`src/rtl/edge_sum_pkg.sv`:
```
`timescale 1ns/1ps
package edge_sum_pkg;

  // Number of edge slots, and the slot each flag value selects.
  localparam int NUM_EDGES = 2;

  typedef enum logic [0:0] {
    EDGE_RISE = 1'b0,
    EDGE_FALL = 1'b1
  } edge_e;

  // Positions of the action bits in the control byte.
  localparam int CTRL_EN_BIT  = 7;
  localparam int CTRL_RD_BIT  = 6;
  localparam int CTRL_CLR_BIT = 5;

  // Addition reduced to w bits. Requires w < 64.
  function automatic logic [63:0] wrap_add(input logic [63:0] a,
                                           input logic [63:0] b,
                                           input int w);
    logic [63:0] mask;
    mask = (64'd1 << w) - 64'd1;
    return (a + b) & mask;
  endfunction

  // Address of byte idx in the result window that starts at base.
  function automatic int result_addr(input int base, input int lane,
                                     input int nbytes, input int idx);
    return base + lane * nbytes + idx;
  endfunction

endpackage

```
`src/rtl/edge_sum_ctrl.sv`:
```
`timescale 1ns/1ps
module edge_sum_ctrl
  import edge_sum_pkg::*;
#(
  parameter int ADDR_W = 8,
  parameter logic [ADDR_W-1:0] CTRL_ADDR = 8'h1A
) (
  input  logic              clk,
  input  logic              rst_n,
  input  logic              reg_we,
  input  logic [ADDR_W-1:0] reg_addr,
  input  logic [7:0]        reg_wdata,
  output logic [7:0]        ctrl_q,
  output logic              snap_evt,
  output logic              clr_active,
  output logic              acc_en
);

  logic ctrl_wr;

  assign ctrl_wr    = reg_we && (reg_addr == CTRL_ADDR);
  assign snap_evt   = ctrl_wr && reg_wdata[CTRL_RD_BIT];
  assign clr_active = ctrl_q[CTRL_CLR_BIT];
  assign acc_en     = ctrl_q[CTRL_EN_BIT] && !ctrl_q[CTRL_CLR_BIT];

  always_ff @(posedge clk or negedge rst_n) begin
    if (!rst_n) begin
      ctrl_q <= 8'h00;
    end else if (ctrl_wr) begin
      ctrl_q <= reg_wdata;
    end
  end

endmodule

```
`src/rtl/edge_sum_lane.sv`:
```
`timescale 1ns/1ps
module edge_sum_lane
  import edge_sum_pkg::*;
#(
  parameter int   DATA_W   = 16,
  parameter int   SUM_W    = 16,
  parameter logic LANE_SEL = 1'b0
) (
  input  logic              clk,
  input  logic              rst_n,
  input  logic              smp_valid,
  input  logic              smp_fall,
  input  logic [DATA_W-1:0] smp_data,
  input  logic              acc_en,
  input  logic              clr_active,
  input  logic              snap_evt,
  output logic [SUM_W-1:0]  acc_q,
  output logic [SUM_W-1:0]  snap_q,
  output logic              hit
);

  logic [SUM_W-1:0] acc_next;

  assign hit      = acc_en && smp_valid && (smp_fall == LANE_SEL);
  assign acc_next = SUM_W'(wrap_add(64'(acc_q), 64'(smp_data), SUM_W));

  always_ff @(posedge clk or negedge rst_n) begin
    if (!rst_n) begin
      acc_q <= '0;
    end else if (clr_active) begin
      acc_q <= '0;
    end else if (hit) begin
      acc_q <= acc_next;
    end
  end

  always_ff @(posedge clk or negedge rst_n) begin
    if (!rst_n) begin
      snap_q <= '0;
    end else if (snap_evt) begin
      snap_q <= acc_q;
    end
  end

endmodule

```
`src/rtl/edge_sum_rdmux.sv`:
```
`timescale 1ns/1ps
module edge_sum_rdmux
  import edge_sum_pkg::*;
#(
  parameter int ADDR_W = 8,
  parameter int SUM_W  = 16,
  parameter logic [ADDR_W-1:0] CTRL_ADDR = 8'h1A
) (
  input  logic [ADDR_W-1:0]          reg_addr,
  input  logic [7:0]                 ctrl_q,
  input  logic [NUM_EDGES*SUM_W-1:0] snap_flat,
  output logic [7:0]                 reg_rdata
);

  localparam int NBYTES   = SUM_W / 8;
  localparam int RES_BASE = int'(CTRL_ADDR) + 1;

  always_comb begin
    reg_rdata = 8'h00;
    if (reg_addr == CTRL_ADDR) begin
      reg_rdata = ctrl_q;
    end
    for (int e = 0; e < NUM_EDGES; e++) begin
      for (int b = 0; b < NBYTES; b++) begin
        if (reg_addr == ADDR_W'(result_addr(RES_BASE, e, NBYTES, b))) begin
          reg_rdata = snap_flat[e*SUM_W + b*8 +: 8];
        end
      end
    end
  end

endmodule

```
`src/rtl/edge_sum_selftest.sv`:
```
`timescale 1ns/1ps
module edge_sum_selftest
  import edge_sum_pkg::*;
#(
  parameter int DATA_W = 16,
  parameter int SUM_W  = 16,
  parameter int ADDR_W = 8,
  parameter logic [ADDR_W-1:0] CTRL_ADDR = 8'h1A
) (
  input  logic              clk,
  input  logic              rst_n,
  input  logic              smp_valid,
  input  logic              smp_fall,
  input  logic [DATA_W-1:0] smp_data,
  input  logic              reg_we,
  input  logic [ADDR_W-1:0] reg_addr,
  input  logic [7:0]        reg_wdata,
  output logic [7:0]        reg_rdata
);

  logic [7:0]                 ctrl_q;
  logic                       snap_evt;
  logic                       clr_active;
  logic                       acc_en;
  logic [NUM_EDGES*SUM_W-1:0] acc_flat;
  logic [NUM_EDGES*SUM_W-1:0] snap_flat;
  logic [NUM_EDGES-1:0]       hit_vec;

  // Named views for the checker.
  logic [SUM_W-1:0] acc_rise;
  logic [SUM_W-1:0] acc_fall;
  logic [SUM_W-1:0] snap_rise;
  logic [SUM_W-1:0] snap_fall;

  edge_sum_ctrl #(
    .ADDR_W   (ADDR_W),
    .CTRL_ADDR(CTRL_ADDR)
  ) ctrl_i (
    .clk       (clk),
    .rst_n     (rst_n),
    .reg_we    (reg_we),
    .reg_addr  (reg_addr),
    .reg_wdata (reg_wdata),
    .ctrl_q    (ctrl_q),
    .snap_evt  (snap_evt),
    .clr_active(clr_active),
    .acc_en    (acc_en)
  );

  for (genvar e = 0; e < NUM_EDGES; e++) begin : g_lane
    edge_sum_lane #(
      .DATA_W  (DATA_W),
      .SUM_W   (SUM_W),
      .LANE_SEL(1'(e))
    ) lane_i (
      .clk       (clk),
      .rst_n     (rst_n),
      .smp_valid (smp_valid),
      .smp_fall  (smp_fall),
      .smp_data  (smp_data),
      .acc_en    (acc_en),
      .clr_active(clr_active),
      .snap_evt  (snap_evt),
      .acc_q     (acc_flat[e*SUM_W +: SUM_W]),
      .snap_q    (snap_flat[e*SUM_W +: SUM_W]),
      .hit       (hit_vec[e])
    );
  end

  assign acc_rise  = acc_flat[int'(EDGE_RISE)*SUM_W +: SUM_W];
  assign acc_fall  = acc_flat[int'(EDGE_FALL)*SUM_W +: SUM_W];
  assign snap_rise = snap_flat[int'(EDGE_RISE)*SUM_W +: SUM_W];
  assign snap_fall = snap_flat[int'(EDGE_FALL)*SUM_W +: SUM_W];

  edge_sum_rdmux #(
    .ADDR_W   (ADDR_W),
    .SUM_W    (SUM_W),
    .CTRL_ADDR(CTRL_ADDR)
  ) rdmux_i (
    .reg_addr (reg_addr),
    .ctrl_q   (ctrl_q),
    .snap_flat(snap_flat),
    .reg_rdata(reg_rdata)
  );

endmodule

```
`config.mk`:
```
export PLATFORM = sky130hd
export DESIGN_NAME = edge_sum_selftest
export DESIGN_NICKNAME = d
export VERILOG_FILES = /design/src/rtl/edge_sum_pkg.sv /design/src/rtl/edge_sum_ctrl.sv /design/src/rtl/edge_sum_lane.sv /design/src/rtl/edge_sum_rdmux.sv /design/src/rtl/edge_sum_selftest.sv
export SDC_FILE = /design/constraint.sdc
export NUM_CORES = 1
export LEC_CHECK = 0
export BUFFER_PORTS_ARGS = -buffer_cell sky130_fd_sc_hd__buf_2
export CORE_MARGIN = 2
export CORE_UTILIZATION = 49
export CTS_CLUSTER_SIZE = 12
export DETAILED_ROUTE_END_ITERATION = 10
export PLACE_DENSITY = 0.66
export SLEW_MARGIN = 20
export SYNTH_ARGS = -nofsm -noshare
export SYNTH_HDL_FRONTEND = slang
export SYNTH_SLANG_ARGS = --single-unit
```
`constraint.sdc`:
```
create_clock -name clk -period 3.8 [get_ports clk]
set_clock_uncertainty 0.2 [all_clocks]
set_input_delay 0.57 -clock clk [delete_from_list [all_inputs] [get_ports clk]]
set_output_delay 0.57 -clock clk [all_outputs]
set_load 0.1 [all_outputs]
```
==> results of run 1 <==
stage by stage:
stage | instances | hold WS, ns
finish | 581 | 0.225
global route | 581 | 0.247
CTS | 581 | 0.245
detailed placement | 566 | 0.265
global placement | 566 | 0.259
floorplan | 423 | 0.0744
how the worst max path moves through the flow:
stage                 from      endpoint  slack, ns  cells past startpoint
2_1_floorplan  reg_addr[0]  reg_rdata[0]       0.23                      7
3_3_place_gp   reg_addr[0]  reg_rdata[5]       0.94                      7
3_5_place_dp   reg_addr[0]  reg_rdata[5]       0.82                      7
4_1_cts        reg_addr[0]  reg_rdata[5]       0.81                      7
5_1_grt        reg_addr[0]  reg_rdata[1]       0.65                      7
6_report       reg_addr[0]  reg_rdata[5]       0.78                      7
per-layer routing:
layer  up-vias  track usage, %
li1       1639               -
met1      1546            32.4
met2        88            33.9
met3        13            4.43
met4         0            6.43
met5         -               0
synthesized netlist by cell type (all sizes together), types with 2 or more instances:
| cell | instances | area share [%] |
|---|---|---|
| and2 | 4 | 0.56 |
| buf | 5 | 0.92 |
| o2111ai | 2 | 0.39 |
| nor2b | 3 | 0.42 |
| a22o | 16 | 3.1 |
| nand3 | 2 | 0.22 |
| dfrtp | 72 | 40 |
| clkbuf | 8 | 0.67 |
| a211oi | 2 | 0.33 |
| xor2 | 12 | 2.3 |
| a31oi | 7 | 0.97 |
| nand2b | 2 | 0.28 |
| inv | 11 | 0.92 |
| o21bai | 5 | 0.84 |
| a21o | 10 | 1.7 |
| a21boi | 4 | 0.67 |
| o21ai | 34 | 3.8 |
| o31ai | 4 | 0.67 |
| nand3b | 2 | 0.33 |
| ha | 30 | 8.4 |
| fa | 2 | 0.89 |
| o211ai | 3 | 0.50 |
| nand4 | 2 | 0.28 |
| mux2i | 16 | 3.6 |
| nor2 | 21 | 1.8 |
| a21oi | 27 | 3.0 |
| nand2 | 44 | 3.7 |
| mux2 | 37 | 11 |
| o21a | 3 | 0.50 |
| nor3 | 3 | 0.33 |
| xnor2 | 17 | 3.3 |
| nor3b | 2 | 0.58 |
logic make-up after synthesis:
logic type      share of synthesized area (%)
compound gates                           17.5
xor+xnor                                 5.65
simple gates                             10.1
flops                                    40.1
fa+ha+maj                                9.25
buf+inv                                  2.51
mux                                      14.9
critical path, cell delays in order:
cell and delay [ns]:
buf_2 0.33, nor2b_1 0.50, nand2_1 0.12, o21ai_0 0.09, a21oi_1 0.09, nor2_1 0.11, buf_2 0.44
state kept, by name, indices dropped and copies added, names as in the netlist:
| register | count |
|---|---|
| g_lane.lane_i.snap_q | 32 |
| g_lane.lane_i.acc_q | 32 |
| ctrl_i.ctrl_q | 8 |
power groups by stage:
stage               Clock (mW)  Combinational, mW  Sequential [mW]
finish                   0.707              0.549            0.900
floorplan                    0              0.419            0.877
global placement             0              0.538            0.912
detailed placement           0              0.545            0.915
global route             0.764              0.622            0.908
CTS                      0.720              0.547            0.900
cell type report:
class	instances	area, um^2
fillers	767	3770
multi-input cells	327	2580
flip-flops and latches	72	1800
repair buffers	48	250
well taps	108	135
clock buffers	9	124
clock inverters	6	109
inverters	11	41.3
cells in the final DEF (no fill, tap or decap), types with 5 or more instances in the layout:
cell	netlist	final
mux2_2	12	12
a21oi_1	27	27
buf_2	0	44
a22o_1	16	16
a21o_1	10	10
a31oi_1	7	7
clkbuf_8	0	9
mux2_4	25	25
nand2_1	43	43
xnor2_1	17	17
ha_1	30	30
mux2i_1	16	16
inv_1	11	11
dfrtp_1	72	72
nor2_1	21	21
xor2_1	12	12
o21bai_1	5	5
o21ai_0	34	34
==> out/results.tsv, run 1 <==
metric	value	unit
status	finished clean	
switch share	30.3	%
critical path type	input port to primary output	
ANT cells	0	
vias	3286	
starting density of the core	51.0	%
global-route usage over all layers	22.3	%
reg-to-reg endpoint	g_lane[0].lane_i.acc_q[14]	
worst reg2reg setup slack	1.24	ns
Die Y-Extent	99.8	um
Synth-to-Final Area Change	12.2	%
postcts setup bufs	0	
Die Area	9950	um^2
DP HPWL	8160	um
Top Layer Used	met4	
vias per cell	5.66	
Remaining DRCs	0	
largest net degree at the start of global routing	73	
core region area	8810	um^2
Most used DFF post-synth	dfrtp_1	
DR iter-0 viols	138	
Clk pwr share	32.8	%
asr flop ratio synth	100	%
Hold-fix buffers, CTS	0	
Slew Limit Fails	0	
first-pass GRT wire length	16900	um
crit end category	primary output	
wire length on met3	403	um
Worst EP required	3.03	ns
Yosys Warn Count	0	
antenna violations before repair	0	
final instance area	5040	um^2
total wire length	10200	um
crit-path max FO	19	
number of global-route vias before repair	3235	
WL per Instance	17.6	um
CP Launch Type	input port	
Routed Antenna Nets	0	
crit path DAT	2.25	ns
final net count	538	
PnR worst setup slack	0.776	ns
Power Internal	1.50	mW
CTS sink count	72	
leakage	2.55	nW
port bufs	44	
pre-CTS setup slack	0.817	ns
# setup viols final	0	
Period minus WS final	3.02	ns
WL met1	5180	um
Clk Latency, worst-skew pair	0.35	ns
CTS HTree Levels	3	
CTS buffer count	9	
First-pass DRT Iterations	5	
synthesized area per cell	10.6	um^2
met2 wire len	4470	um
Power Dens Cells	428	nW/um^2
total power	2.16	mW
Sw Pwr	654	uW
ratio of cells with drive above 1 in the final layout	22.0	%
post_cts resized	0	
FMAX	331	MHz
Worst-path clk slew	0.07	ns
CTS tree	yes	
sequential element share of the synthesized area	40.1	%
maximum root-to-sink buffer count	2	
Comb power frac	25.5	%
RSZ-0062 raised after global routing	no	
worst vdd ir	215	uV
Mapped Cells	423	
Root Driver	clkbuf_8	
DIE WIDTH	99.8	um
worst r2r path cells	9	
grt total ovfl	0	
EDFF count, synth	0	
post-synthesis net count	492	
reg2reg start	g_lane[0].lane_i.acc_q[0]	
Netlist Area Pre-Place	4490	um^2
Yosys cell types	48	
GPL Wtd Cong	0.885	
# IOs	45	
row cnt	34	
sequential power share	41.7	%
relative slew slack	31.5	%
final count of hold timing violations	0	
Placement Cell Area	4810	um^2
max_cap viols	0	
Final period util	79.6	%
Setup TNS	0	ns
post-synthesis register bit count	72	
Core Util, Final	57.2	%
Slew @ Worst Pin	1.02	ns
Hold Crit Class	input port to async pin	
Power figures use the tool's default switching activity.
==> run 2: changes to the inputs <==
--- a/config.mk
+++ b/config.mk
@@ -10,7 +10,7 @@
 export CORE_UTILIZATION = 49
 export CTS_CLUSTER_SIZE = 12
 export DETAILED_ROUTE_END_ITERATION = 10
-export PLACE_DENSITY = 0.66
+export PLACE_DENSITY = 0.69
 export SLEW_MARGIN = 20
 export SYNTH_ARGS = -nofsm -noshare
 export SYNTH_HDL_FRONTEND = slang
==> constraint.sdc (replaced) <==
create_clock -name clk -period 2.5 [get_ports clk]
set_clock_uncertainty 0.2 [all_clocks]
set_input_delay 0.375 -clock clk [delete_from_list [all_inputs] [get_ports clk]]
set_output_delay 0.375 -clock clk [all_outputs]
set_load 0.1 [all_outputs]
==> out/results.tsv, run 2 (same netlist as run 1, synthesis figures left out) <==
metric	value	unit	change
CTS tree	yes		unchanged
core region area	8810	um^2	unchanged
RSZ-0062 raised after global routing	yes		was no
Worst EP required	2.54	ns	was 3.03 ns
PnR worst setup slack	0.141	ns	was 0.776 ns
GR peak layer	met2		unchanged
ratio of cells with drive above 1 in the final layout	29.3	%	was 22.0%
Die Y-Extent	99.8	um	unchanged
row cnt	34		unchanged
Synth-to-Final Area Change	22.5	%	was 12.2%
Die Area	9950	um^2	unchanged
final count of hold timing violations	0		unchanged
WL per Instance	17.6	um	about the same
final net count	566		was 538
maximum root-to-sink buffer count	2		unchanged
Slew @ Worst Pin	0.743	ns	was 1.02 ns
pre-CTS setup slack	-0.0134	ns	was 0.817 ns
met2 usage	37.6	%	was 33.9%
crit-path max FO	3		was 19
Core Util, Final	62.5	%	was 57.2%
crit path DAT	2.40	ns	was 2.25 ns
first-pass GRT wire length	18200	um	was 16900 um
Power Dens Cells	629	nW/um^2	was 428 nW/um^2
DIE WIDTH	99.8	um	unchanged
M3 GR Usage	3.51	%	was 4.43%
port bufs	44		unchanged
crit end category	flip-flop		was primary output
final instance area	5500	um^2	was 5040 um^2
CTS sink count	72		unchanged
Worst-path clk slew	0.08	ns	was 0.07 ns
biggest regs	g_lane.lane_i.acc_q x32, g_lane.lane_i.snap_q x32, ctrl_i.ctrl_q x8		unchanged
Slew Limit Fails	0		unchanged
total wire length	10800	um	was 10200 um
global-route usage over all layers	23.6	%	was 22.3%
CP Launch Type	flip-flop		was input port
antenna violations before repair	0		unchanged
status	finished clean		unchanged
DR iter-0 viols	220		was 138
relative slew slack	50.4	%	was 31.5%
Worst Hold Margin	0.0612	ns	was 0.225 ns
Placement Cell Area	5220	um^2	was 4810 um^2
Final period util	94.4	%	
commonest non-fill, non-tap cell in the layout	dfrtp_1		unchanged
DP HPWL	8610	um	was 8160 um
FMAX	424	MHz	
max_cap viols	0		unchanged
postcts setup bufs	0		unchanged
met1 usage	33.7	%	was 32.4%
ANT cells	0		unchanged
# IOs	45		unchanged
critical path type	flip-flop to flip-flop		was input port to primary output
Period minus WS final	2.36	ns	
Setup TNS	0	ns	unchanged
vias	3443		was 3286
Routed Antenna Nets	0		unchanged
Remaining DRCs	0		unchanged
vias per cell	5.64		was 5.66
# setup viols final	0		unchanged
worst vdd ir	293	uV	was 215 uV
number of global-route vias before repair	3567		was 3235
CTS buffer count	9		unchanged
largest net degree at the start of global routing	47		was 73
CTS HTree Levels	3		unchanged
most frequent cells in the layout	72 x dfrtp_1, 43 x nand2_1, 36 x buf_2, 32 x o21ai_0		was 72 x dfrtp_1, 44 x buf_2, 43 x nand2_1, 34 x o21ai_0, 30 x ha_1
First-pass DRT Iterations	4		was 5
GPL Wtd Cong	0.906		was 0.885
Root Driver	clkbuf_8		unchanged
grt total ovfl	0		unchanged
Clk Latency, worst-skew pair	0.35	ns	about the same
leakage	2.72	nW	was 2.55 nW
Hold Crit Class	input port to flip-flop		was input port to async pin
starting density of the core	51.0	%	unchanged
==> run 2: final timing paths <==
check	startpoint	end	slack, ns	cells after the start
min in group asynchronous	rst_n	g_lane[0].lane_i.acc_q[1]	0.38	2
max in group asynchronous	rst_n	g_lane[1].lane_i.snap_q[7]	1.05	3
worst max register to register	g_lane[0].lane_i.acc_q[0]	g_lane[0].lane_i.acc_q[14]	0.14	9
worst min-delay path	reg_wdata[3]	ctrl_i.ctrl_q[3]	0.06	2
worst min register to register	ctrl_i.ctrl_q[6]	ctrl_i.ctrl_q[6]	0.29	2
worst max-delay path	g_lane[0].lane_i.acc_q[0]	g_lane[0].lane_i.acc_q[14]	0.14	9
==> run 2: area by class of cell <==
type                       count  area [um^2]
timing repair buffer          76          608
clock inverter                 6          116
clock buffer                  10          138
multi-input combinational    327         2660
inverter                      11         41.3
sequential                    72         1800
tap                          108          135
fill                         708         3300
==> run 2: what timing repair did <==
item / CTS / global route
hold endpoints to repair: 26 / 0
endpoints found under the setup margin: 0 / 8
gates resized for setup: 0 / 8
hold buffers: 1 / 0
==> run 2: layer usage <==
| metal | up-vias | routed length (um) |
|---|---|---|
| met5 | - | 0 |
| met4 | 0 | 187 |
| met3 | 13 | 399 |
| met2 | 77 | 4910 |
| met1 | 1650 | 5260 |
| li1 | 1703 | - |
==> run 2: critical path, stage by stage, from the launching register on <==
cell and delay, ns:
dfrtp_1 0.41, ha_2 0.20, inv_1 0.07, fa_2 0.20, nor2b_2 0.05, o2111ai_2 0.17
o211ai_1 0.18, and4b_1 0.23, or3_1 0.30, a32o_1 0.25
==> run 2: through the flow <==
step | cells | power, mW
final | 610 | 3.46
after CTS | 610 | 3.47
after global placement | 593 | 2.31
after detailed placement | 593 | 2.33
after global routing | 610 | 3.67
after floorplan | 423 | 1.97
==> run 2: where the power goes <==
group / internal (mW) / total [mW] / switching [mW]
combinational: 0.459 / 0.961 / 0.502
clock: 0.695 / 1.14 / 0.444
sequential: 1.26 / 1.36 / 0.109
total: 2.41 / 3.46 / 1.05
==> run 3: changes to the inputs <==
--- a/config.mk
+++ b/config.mk
@@ -7,10 +7,11 @@
 export LEC_CHECK = 0
 export BUFFER_PORTS_ARGS = -buffer_cell sky130_fd_sc_hd__buf_2
 export CORE_MARGIN = 2
-export CORE_UTILIZATION = 49
+export CORE_UTILIZATION = 54
 export CTS_CLUSTER_SIZE = 12
 export DETAILED_ROUTE_END_ITERATION = 10
-export PLACE_DENSITY = 0.69
+export PLACE_DENSITY = 0.75
+export SETUP_SLACK_MARGIN = 0.5
 export SLEW_MARGIN = 20
 export SYNTH_ARGS = -nofsm -noshare
 export SYNTH_HDL_FRONTEND = slang
==> out/results.tsv, run 3 (same netlist as run 1, synthesis figures left out) <==
metric	value	unit	change
status	finished clean		unchanged
DIE WIDTH	95.2	um	was 99.8 um
row cnt	33		was 34
hold path start	reg_wdata[3]		unchanged
most frequent cells in the layout	69 x dfrtp_1, 41 x nand2_1, 39 x buf_4, 34 x buf_2, 25 x mux2_4		was 72 x dfrtp_1, 43 x nand2_1, 36 x buf_2, 32 x o21ai_0
CTS sink count	72		unchanged
Hold Crit Class	input port to flip-flop		unchanged
Power Internal	2.32	mW	was 2.41 mW
first-pass GRT wire length	18500	um	was 18200 um
Sw Pwr	1.19	mW	was 1.05 mW
First-pass DRT Iterations	4		unchanged
global-route usage over all layers	27.3	%	was 23.6%
Period minus WS final	2.41	ns	was 2.36 ns
core region area	8130	um^2	was 8810 um^2
Placement Cell Area	5200	um^2	was 5220 um^2
# setup viols final	0		unchanged
CP Launch Point	g_lane[0].lane_i.acc_q[2]		was g_lane[0].lane_i.acc_q[0]
# IOs	45		unchanged
reg-to-reg endpoint	g_lane[0].lane_i.acc_q[14]		unchanged
CP Launch Type	flip-flop		unchanged
Root Driver	clkbuf_8		unchanged
ratio of cells with drive above 1 in the final layout	42.6	%	was 29.3%
Core Util, Final	73.7	%	was 62.5%
CTS tree	yes		unchanged
crit path DAT	2.45	ns	was 2.40 ns
GPL Wtd Cong	0.880		was 0.906
relative slew slack	49.2	%	was 50.4%
antenna violations before repair	0		unchanged
total wire length	12000	um	was 10800 um
Setup TNS	0	ns	unchanged
CTS buffer count	9		unchanged
RSZ-0062 raised after global routing	yes		unchanged
total power	3.51	mW	was 3.46 mW
FMAX	415	MHz	was 424 MHz
crit-path max FO	4		was 3
sequential power share	39.2	%	was 39.4%
Synth-to-Final Area Change	33.3	%	was 22.5%
Slew @ Worst Pin	0.761	ns	was 0.743 ns
hold path cells	2		unchanged
DP HPWL	8250	um	was 8610 um
switch share	33.9	%	was 30.4%
Slew Limit Fails	0		unchanged
grt total ovfl	0		unchanged
WL per Instance	19.3	um	was 17.6 um
CTS HTree Levels	3		unchanged
Final period util	96.3	%	was 94.4%
number of global-route vias before repair	3587		was 3567
largest net degree at the start of global routing	36		was 47
Power Dens Cells	586	nW/um^2	was 629 nW/um^2
final count of hold timing violations	0		unchanged
maximum root-to-sink buffer count	2		unchanged
max_cap viols	0		unchanged
placed cells	574		was 593
worst vdd ir	282	uV	was 293 uV
Die Area	9070	um^2	was 9950 um^2
Non-Filler Instances	621		was 610
worst r2r path cells	7		was 9
starting density of the core	55.2	%	was 51.0%
reg2reg start	g_lane[0].lane_i.acc_q[2]		was g_lane[0].lane_i.acc_q[0]
Worst EP required	2.54	ns	about the same
register area	1810	um^2	was 1800 um^2
critical path type	flip-flop to flip-flop		unchanged
biggest regs	g_lane.lane_i.acc_q x32, g_lane.lane_i.snap_q x32, ctrl_i.ctrl_q x8		unchanged
fillers	512		was 708
port bufs	44		unchanged
Clk pwr share	26.4	%	was 32.9%
final instance area	5990	um^2	was 5500 um^2
vias per cell	5.84		was 5.64
vias	3625		was 3443
multi-input logic area	3070	um^2	was 2660 um^2
Routed Antenna Nets	0		unchanged
leakage	2.83	nW	was 2.72 nW
Remaining DRCs	0		unchanged
DR iter-0 viols	151		was 220
Worst-path clk slew	0.08	ns	about the same
Comb power frac	34.5	%	was 27.7%
Clk Latency, worst-skew pair	0.36	ns	was 0.35 ns
Die Y-Extent	95.2	um	was 99.8 um
worst reg2reg setup slack	0.09	ns	was 0.14 ns
ANT cells	0		unchanged
Worst Hold End	ctrl_i.ctrl_q[3]		unchanged
crit end category	flip-flop		unchanged
commonest non-fill, non-tap cell in the layout	dfrtp_1		unchanged
final net count	580		was 566
run 3: changes by cell type in the layout (fill, tap and decap cells not counted), moves of 4 or more:
cell,before,now
ha_2,1,5
ha_4,0,12
mux2i_1,16,10
buf_6,0,4
o21ai_0,32,17
a31oi_1,6,2
a21oi_2,0,11
mux2i_2,0,6
buf_4,29,39
ha_1,29,13
a21oi_1,27,16
o21ai_1,2,14
run 3: what timing repair did:
item / 4_1_cts / 5_1_grt
hold buffers: 1 / 0
gates resized for setup: 46 / 33
setup endpoints to repair: 34 / 34
hold endpoints to repair: 25 / 0
pin swaps: 41 / 15
setup buffers: 20 / 10
run 3: area by class of cell:
class                           count  share of cell area, %
Clock inverter                      6                   1.15
Sequential cell                    72                   30.1
Clock buffer                       10                   2.13
Tap cell                          105                   2.19
Inverter                           11                  0.689
Multi-Input combinational cell    327                   51.3
Timing Repair Buffer               90                   12.4
run 3: how the worst max path moves through the flow:
| stage | to | cells after the start |
|---|---|---|
| after global routing | g_lane[0].lane_i.acc_q[14] | 9 |
| after floorplan | g_lane[0].lane_i.acc_q[14] | 9 |
| final | g_lane[0].lane_i.acc_q[14] | 7 |
| after global placement | g_lane[0].lane_i.acc_q[14] | 10 |
| after CTS | g_lane[0].lane_i.acc_q[14] | 9 |
| after detailed placement | g_lane[0].lane_i.acc_q[14] | 10 |
run 3: layer usage:
| layer | share of wire, % | global-route usage [%] |
|---|---|---|
| met1 | 43 | 36.2 |
| met2 | 51 | 45.7 |
| met5 | 0 | 0 |
| met3 | 3.6 | 4.43 |
| met4 | 2.0 | 8.94 |
run 3: critical path, cell delays in order (launching register included):
cell and delay, ns:
dfrtp_1 0.41, ha_1 0.34, nor2b_2 0.18, o2111ai_1 0.17, o211ai_1 0.21, and4b_1 0.24
or3_1 0.30, a32o_1 0.25
run 3: through the flow:
step / hold WS (ns) / setup WS, ns
5_1_grt: 0.0292 / -0.00382
4_1_cts: 0.0405 / 0.123
3_3_place_gp: 0.232 / 0.0195
2_1_floorplan: -0.121 / 0.224
6_report: 0.0478 / 0.0915
3_5_place_dp: 0.244 / -0.0244
run 3: power by group through the flow:
stage	clock network (mW)	registers, mW	logic (mW)
2_1_floorplan	0	1.34	0.667
3_3_place_gp	0	1.38	0.878
3_5_place_dp	0	1.38	0.896
4_1_cts	0.925	1.36	1.08
5_1_grt	0.988	1.38	1.31
6_report	0.925	1.37	1.21
